### src/rtl/mapper_pkg.sv
package mapper_pkg;

  localparam int WIN_W  = 14;  // offset bits inside a 16 KB program bank
  localparam int PAT_AW = 13;  // pattern memory address bits
  localparam int SAV_AW = 13;  // save RAM address bits

  typedef enum logic [2:0] {
    RG_NONE,
    RG_PAT,
    RG_SAV,
    RG_PRG_LO,
    RG_PRG_HI
  } region_t;

  function automatic int bank_bits(input int n);
    return (n > 1) ? $clog2(n) : 1;
  endfunction

endpackage

### src/rtl/mapper_decode.sv
module mapper_decode
  import mapper_pkg::*;
(
  input  logic [15:0] addr,
  output region_t     region
);
  always_comb begin
    unique case (addr[15:13])
      3'b000:                 region = RG_PAT;
      3'b011:                 region = RG_SAV;
      3'b100, 3'b101:         region = RG_PRG_LO;
      3'b110, 3'b111:         region = RG_PRG_HI;
      default:                region = RG_NONE;
    endcase
  end
endmodule

### src/rtl/mapper_bank_reg.sv
module mapper_bank_reg #(
  parameter int NUM_BANKS = 6,
  parameter int BANK_W    = 3
) (
  input  logic              clk,
  input  logic              rst,
  input  logic              load,
  input  logic [7:0]        data,
  output logic [BANK_W-1:0] bank
);
  logic [BANK_W-1:0] bank_next;

  generate
    if (NUM_BANKS == 1) begin : g_single
      assign bank_next = '0;
    end else if ((NUM_BANKS & (NUM_BANKS - 1)) == 0) begin : g_pow2
      assign bank_next = data[BANK_W-1:0];
    end else begin : g_mod
      logic [8:0] rem;
      assign rem       = {1'b0, data} % 9'(NUM_BANKS);
      assign bank_next = rem[BANK_W-1:0];
    end
  endgenerate

  always_ff @(posedge clk) begin
    if (rst)       bank <= '0;
    else if (load) bank <= bank_next;
  end
endmodule

### src/rtl/mapper_rdata_mux.sv
module mapper_rdata_mux
  import mapper_pkg::*;
(
  input  region_t    src,
  input  logic [7:0] prg_rdata,
  input  logic [7:0] pat_rdata,
  input  logic [7:0] sav_rdata,
  output logic [7:0] rdata
);
  always_comb begin
    unique case (src)
      RG_PAT:               rdata = pat_rdata;
      RG_SAV:               rdata = sav_rdata;
      RG_PRG_LO, RG_PRG_HI: rdata = prg_rdata;
      default:              rdata = 8'h00;
    endcase
  end
endmodule

### src/rtl/bank_mapper.sv
module bank_mapper
  import mapper_pkg::*;
#(
  parameter  int NUM_BANKS = 6,
  localparam int BANK_W    = bank_bits(NUM_BANKS),
  localparam int PRG_AW    = BANK_W + WIN_W
) (
  input  logic              clk,
  input  logic              rst,
  input  logic [15:0]       cpu_addr,
  input  logic [7:0]        cpu_wdata,
  input  logic              cpu_rd,
  input  logic              cpu_wr,
  output logic [7:0]        cpu_rdata,
  output logic              err,
  output logic              prg_cs,
  output logic [PRG_AW-1:0] prg_addr,
  input  logic [7:0]        prg_rdata,
  output logic              pat_cs,
  output logic              pat_we,
  output logic [PAT_AW-1:0] pat_addr,
  input  logic [7:0]        pat_rdata,
  output logic              sav_cs,
  output logic              sav_we,
  output logic [SAV_AW-1:0] sav_addr,
  input  logic [7:0]        sav_rdata,
  output logic [7:0]        mem_wdata
);
  localparam logic [BANK_W-1:0] LAST_BANK = BANK_W'(NUM_BANKS - 1);

  region_t           region;
  region_t           rd_src;
  logic              active;
  logic              is_prg;
  logic              bank_load;
  logic [BANK_W-1:0] cur_bank;

  mapper_decode u_decode (
    .addr   (cpu_addr),
    .region (region)
  );

  assign active    = cpu_rd | cpu_wr;
  assign is_prg    = (region == RG_PRG_LO) || (region == RG_PRG_HI);
  assign bank_load = cpu_wr && is_prg;

  mapper_bank_reg #(
    .NUM_BANKS (NUM_BANKS),
    .BANK_W    (BANK_W)
  ) u_bank (
    .clk  (clk),
    .rst  (rst),
    .load (bank_load),
    .data (cpu_wdata),
    .bank (cur_bank)
  );

  always_ff @(posedge clk) begin
    if (rst) begin
      err       <= 1'b0;
      prg_cs    <= 1'b0;
      prg_addr  <= '0;
      pat_cs    <= 1'b0;
      pat_we    <= 1'b0;
      pat_addr  <= '0;
      sav_cs    <= 1'b0;
      sav_we    <= 1'b0;
      sav_addr  <= '0;
      mem_wdata <= '0;
      rd_src    <= RG_NONE;
    end else begin
      err       <= 1'b0;
      prg_cs    <= 1'b0;
      pat_cs    <= 1'b0;
      pat_we    <= 1'b0;
      sav_cs    <= 1'b0;
      sav_we    <= 1'b0;
      rd_src    <= RG_NONE;
      mem_wdata <= cpu_wdata;
      pat_addr  <= cpu_addr[PAT_AW-1:0];
      sav_addr  <= cpu_addr[SAV_AW-1:0];
      prg_addr  <= {(region == RG_PRG_HI) ? LAST_BANK : cur_bank,
                    cpu_addr[WIN_W-1:0]};
      if (active) begin
        unique case (region)
          RG_PAT: begin
            pat_cs <= 1'b1;
            pat_we <= cpu_wr;
            if (!cpu_wr) rd_src <= RG_PAT;
          end
          RG_SAV: begin
            sav_cs <= 1'b1;
            sav_we <= cpu_wr;
            if (!cpu_wr) rd_src <= RG_SAV;
          end
          RG_PRG_LO, RG_PRG_HI: begin
            if (!cpu_wr) begin
              prg_cs <= 1'b1;
              rd_src <= region;
            end
          end
          default: err <= 1'b1;
        endcase
      end
    end
  end

  mapper_rdata_mux u_rmux (
    .src       (rd_src),
    .prg_rdata (prg_rdata),
    .pat_rdata (pat_rdata),
    .sav_rdata (sav_rdata),
    .rdata     (cpu_rdata)
  );
endmodule

### config.mk
export PLATFORM = sky130hd
export DESIGN_NAME = bank_mapper
export DESIGN_NICKNAME = d
export VERILOG_FILES = /design/src/rtl/mapper_pkg.sv /design/src/rtl/mapper_decode.sv /design/src/rtl/mapper_bank_reg.sv /design/src/rtl/mapper_rdata_mux.sv /design/src/rtl/bank_mapper.sv
export SDC_FILE = /design/constraint.sdc
export NUM_CORES = 1
export LEC_CHECK = 0
export CORE_MARGIN = 5
export CORE_UTILIZATION = 50
export DETAILED_ROUTE_END_ITERATION = 8
export DONT_BUFFER_PORTS = 1
export PLACE_DENSITY = 0.75
export SYNTH_ARGS = -nofsm -noshare
export SYNTH_HDL_FRONTEND = slang
export SYNTH_SLANG_ARGS = --single-unit
### constraint.sdc
create_clock -name clk -period 3.9 [get_ports clk]
set_clock_uncertainty 0.1 [all_clocks]
set_input_delay 0.39 -clock clk [delete_from_list [all_inputs] [get_ports clk]]
set_output_delay 0.39 -clock clk [all_outputs]
set_load 0.01 [all_outputs]
* Word level (Yosys, flattened, before mapping) *
Cells that the tools add are included.

storage, ports and cells
  register bits after elaboration = 50
  input bits = 52

operators by class
  divide/modulo/power cells = 1
  eq/ne operators = 13
  multiplexer cells = 11
  bitwise operators = 5
  reductions and logical operators = 13

operators with widths
  cell                                           count
  one-hot mux 8 bit (3 select lines)             1
  == test 3 bit, second input constant           6
  == test 3 x 2 -> 1 bit, second input constant  5
  one-hot mux 3 bit (4 select lines)             1
  OR reduction 2 bit                             6
  modulo 8 x 3 -> 9 bit, second input constant   1
  one-hot mux 3 bit (3 select lines)             1
  OR reduction 3 bit                             3
  == test 3 x 1 -> 1 bit, second input constant  2
  two-way mux 3 bit                              2
  two-way mux 1 bit                              5
  NOT 1 bit                                      4
  OR reduction 4 bit                             1
  logical NOT 3 bit                              1
  two-way mux 2 bit                              1
  logical AND 1 bit                              1
  logical OR 1 bit                               1
  bitwise OR 1 bit                               1

* Logic depth before layout (Yosys ltp) *
  depth in word-level cells = 7
  mapped depth = 11
  mapped depth without buffers = 10

* Modules after synthesis *
From an unflattened synthesis, not the netlist that was laid out.

unflattened totals
  cell total of the unflattened synthesis = 206
  area total of the unflattened synthesis = 2095.8 sq um

by module, submodules not included
  module            instances  cells each  area an instance (sq um)  seq. area each (sq um)
  bank_mapper       1          107         1189.9                    680.7
  mapper_bank_reg   1          56          474.2                     60.1
  mapper_rdata_mux  1          38          402.9                     0.0
  mapper_decode     1          5           28.8                      0.0

* Worst setup path after synthesis *
No wires, ideal clock.

  kind = input -> register
  from = input port cpu_wdata[3]
  to = register u_bank.bank[2]
  data arrival time = 2588 ps
  required time = 3721 ps
  slack = 1133 ps
  stages = 10
  cell sequence = buf_6 > or3b_2 > a211oi_1 > nor3_1 > nand3_1 > o21ai_0 > ha_1 > nor3_1 > or4b_4 > o211ai_1

on the way
  longest elaborated chain between the ends = 1

ends and longest elaborated chain
  what                   RTL line               text
  from (decl)            bank_mapper.sv:11      input logic [7:0] cpu_wdata,
  modulo 8 x 3 -> 9 bit  mapper_bank_reg.sv:20  assign rem = {1'b0, data} % 9'(NUM_BANKS);
  to (signal assigned)   mapper_bank_reg.sv:27  else if (load) bank <= bank_next;
  to (decl)              mapper_bank_reg.sv:9   output logic [BANK_W-1:0] bank

No other way between the ends.
A chain may end at the register's enable or synchronous reset.

* Worst setup path in the final report *
  from = input port cpu_wdata[5]
  to = register u_bank.bank[2]

Same word-level chain as after synthesis.

==> metrics.md <==
| Metric | Value |
|---|---|
| Outcome | finished, final reports clean |
| Final WL | approximately 3800 um |
| Start point of the critical path | cpu_wdata[5] |
| Htree depth | 2 |
| FF-to-FF Start | u_bank.bank[1] |
| VDD IR max | around 0.00024 V |
| Multi-input combinational cell area | roughly 840 sq um |
| Origin of the worst min-delay path | rst |
| Req. time, crit path | 4.01 ns |
| Die area | ~5000 sq um |
| Vias in the first global route | 1223 |
| Post-synthesis mux area share | between 5 and 6% |
| Die X | ~71 um |
| Synth Flop Type | dfxtp_1 |
| Final setup viols | 0 |
| Place WS | 1.035 ns |
| Met1 Usage GRT | between 10% and 20% |
| CTS Root Cell | clkbuf_8 |
| Reg2Reg Setup Slack | about 3.2 ns |
| Global routing usage on met2 | between 20 and 30% |
| Largest net degree at the start of global routing | 34 |
| Post-Synth XOR/XNOR Area | ~1.9% |
| Slew @ Worst Pin | between 0.8 and 0.9 ns |
| Overflow after GRT | 0 |
| Fraction of the mapped netlist area in simple logic gates | between 20 and 25% |
| Largest family of logic cells by synthesized area | simple AND/OR/NAND/NOR gates |
| FF+latch count, synth | 37 |
| CP arrival | 2.71 ns |
| First DRT Iteration DRCs | just under 90 |
| Top-count cell post-synth | dfxtp_1 |
| Yosys top cell area share | roughly two fifths |
| Synth unique cells | 38 |
| Post-synth top cells | 37 x dfxtp_1, 26 x buf_4, 25 x nor2b_1, 14 x nand2_1, 12 x nor2_1 |
| Setup crit start kind | primary input |
| Clock Tree Buf Depth | 2 |
| Fin util | between 40 and 50% |
| Post-layout min period | ~2.6 ns |
| CTS Hold Buffers Added | 0 |
| Synthesized net count | ~260 |
| TritonCTS clock tree | built |
| Ys Warns | 0 |
| LEAKAGE | 0.6474 nW |
| Core ar. | between 3000 and 4000 sq um |
| CTS resizes | 0 |
| Initial Utilization | 51.18% |
| Asr flop ratio synth | 0% |
| Number of fill cells | about 350 |
| Final setup margin | roughly 1.3 ns |
| Kind of critical path | in -> reg |
| CP Max Fanout | 11 |
| Storage cell area | approximately 740 sq um |
| Grt peak-use layer | met2 |
| Syn avg cell area | around 9.1 sq um |
| Slew headroom | around 40% |
| Netlist Area Pre-Place | 1846 sq um |
| Leading area contributor after synthesis | dfxtp_1 |
| # IOs | ~120 |
| Area growth syn-to-layout | -2.780% |
| Clk slew on worst S/H paths | about 0.070 ns |
| Die height | ~71 um |
| Final Cycle Share | 66.59% |
| Detail Placement HPWL | 2915 um |
| Skew-Pair Late Insertion Delay | 0.28 ns |
| Compound-Gate Fraction of Synth Area | 12.75% |
| Maxcap violations | 0 |
| Hold Crit Class | in -> reg |
| Max Clk Rate | around 390 MHz |
| Post-DRT Antenna Nets | 0 |
| Synth Area in Adders | less than 1% |
| Via density | 5.753 |
| M3 GR Usage | 8.097% |
| WL/cell | roughly 17 um |
| Global-route wire length before repair | 5871 um |
| Fin. max-slew vios | 0 |
| DR pass1 iterations | 4 |
| Fraction of layout cells with a size suffix above 1 | a little over an eighth |
| Via count | roughly 1300 |
| Post-Syn Instances | slightly above 200 |
| Setup Buffers After CTS | 0 |
| Tot GR Track Use | 14.68% |
| Seq/Total Area, Yosys | between 40% and 50% |
| PortBufs | 0 |
| Core Rows | 22 |
| Cts bufs inserted | 5 |
| # DRC | 0 |
| Clock Sinks | 37 |
| Antenna diode count | 0 |
| RSZ-0062 raised after global routing | false |
| Setup_tns | 0 ns |
| Ranking of synthesized cells by area | dfxtp_1 40%, buf_4 11%, nor2b_1 8.5% |
| Initial antenna violation count | 0 |
| EDFF count, synth | 0 |
| Fin. Hold Viols | 0 |
| Layout Nets | ~230 |
| PwrDens | about 500 nW/um^2 |
| GPL Wtd Cong | approximately 0.86 |
| Endpoint type of the worst setup path | flip-flop |
-- worst max-delay path: stages --
cell      delay (ns)
or3b_2          0.46
a211oi_1        0.48
nor3_1          0.11
nand3_1         0.10
o21ai_0         0.09
ha_1            0.24
nor3_1          0.18
or4b_4          0.48
o211ai_1        0.17
-- path summary, 6_finish.rpt --
kind	to	cells past startpoint
worst max register to register	u_bank.bank[1]	2
worst min register to register	u_bank.bank[0]	2
worst max-delay path	u_bank.bank[2]	9
worst min-delay path	mem_wdata[3]	1
-- cells in the final DEF (no fill, tap or decap), drive strengths merged --
cell,synthesis,final
a2111o,1,1
a211o,1,1
a211oi,2,2
a21oi,4,4
a22oi,8,8
a31oi,2,2
a32o,1,1
and3b,1,1
and4,1,1
bufinv,0,2
clkbuf,8,5
dfxtp,37,37
ha,1,1
inv,3,4
mux2,9,9
nand2,14,14
nand2b,1,1
nand3,4,4
nand3b,4,4
nand4bb,2,2
nor2,12,12
nor2b,25,25
nor3,4,4
nor3b,3,3
nor4,2,2
o2111ai,1,1
o211ai,2,2
o21ai,10,10
o32a,1,1
o41ai,1,1
or3,2,2
or3b,3,3
or4b,1,1
xnor2,2,2
xor2,2,2
-- layer usage --
| layer | part of all wire (%) | up-vias |
|---|---|---|
| met5 | 0 | - |
| met4 | 1.1 | 0 |
| met3 | 12 | 4 |
| met2 | 50 | 69 |
| met1 | 37 | 593 |
| li1 | - | 617 |
-- kinds of logic (layout without fill, tap and decap cells) --
| group | Yosys count | after routing |
|---|---|---|
| multiplexers | 9 | 9 |
| AO/OA/AOI/OAI | 34 | 34 |
| buffers and inverters | 39 | 11 |
| XOR/XNOR | 4 | 4 |
| adder cells (fa/ha/maj) | 1 | 1 |
| AND/OR/NAND/NOR | 79 | 79 |
| flip-flops | 37 | 37 |
-- layout make-up --
| type | instances | share of cell area [%] |
|---|---|---|
| clock buffers | 5 | 3.835 |
| clock inverters | 3 | 3.835 |
| inverters | 3 | 0.6276 |
| multi-input cells | 127 | 47.07 |
| flip-flops and latches | 37 | 41.28 |
| well taps | 48 | 3.347 |
-- metrics by stage --
stage / hold slack (ns) / std cells / area, sq um / power [mW]
3_5_place_dp: 0.3399 / 215 / 1657 / 0.5005
3_3_place_gp: 0.3387 / 215 / 1657 / 0.4968
2_1_floorplan: 0.3361 / 203 / 1846 / 0.5159
5_1_grt: 0.04527 / 223 / 1794 / 0.9256
6_report: 0.07012 / 223 / 1794 / 0.8839
4_1_cts: 0.05016 / 223 / 1794 / 0.8970
-- flip-flops by register name, summed over array words and instances, names as in the netlist --
name         cells
prg_cs           1
sav_cs           1
pat_cs           1
sav_we           1
pat_we           1
prg_addr        17
rd_src           3
mem_wdata        8
err              1
u_bank.bank      3
-- power by group --
group          switching [mW]  total, mW  internal, mW  leakage [nW]
clock network           0.136      0.393         0.257        0.0687
registers              0.0279      0.425         0.397         0.306
logic                  0.0307     0.0660        0.0353         0.273
No activity file was read; power rests on OpenSTA's default activity.
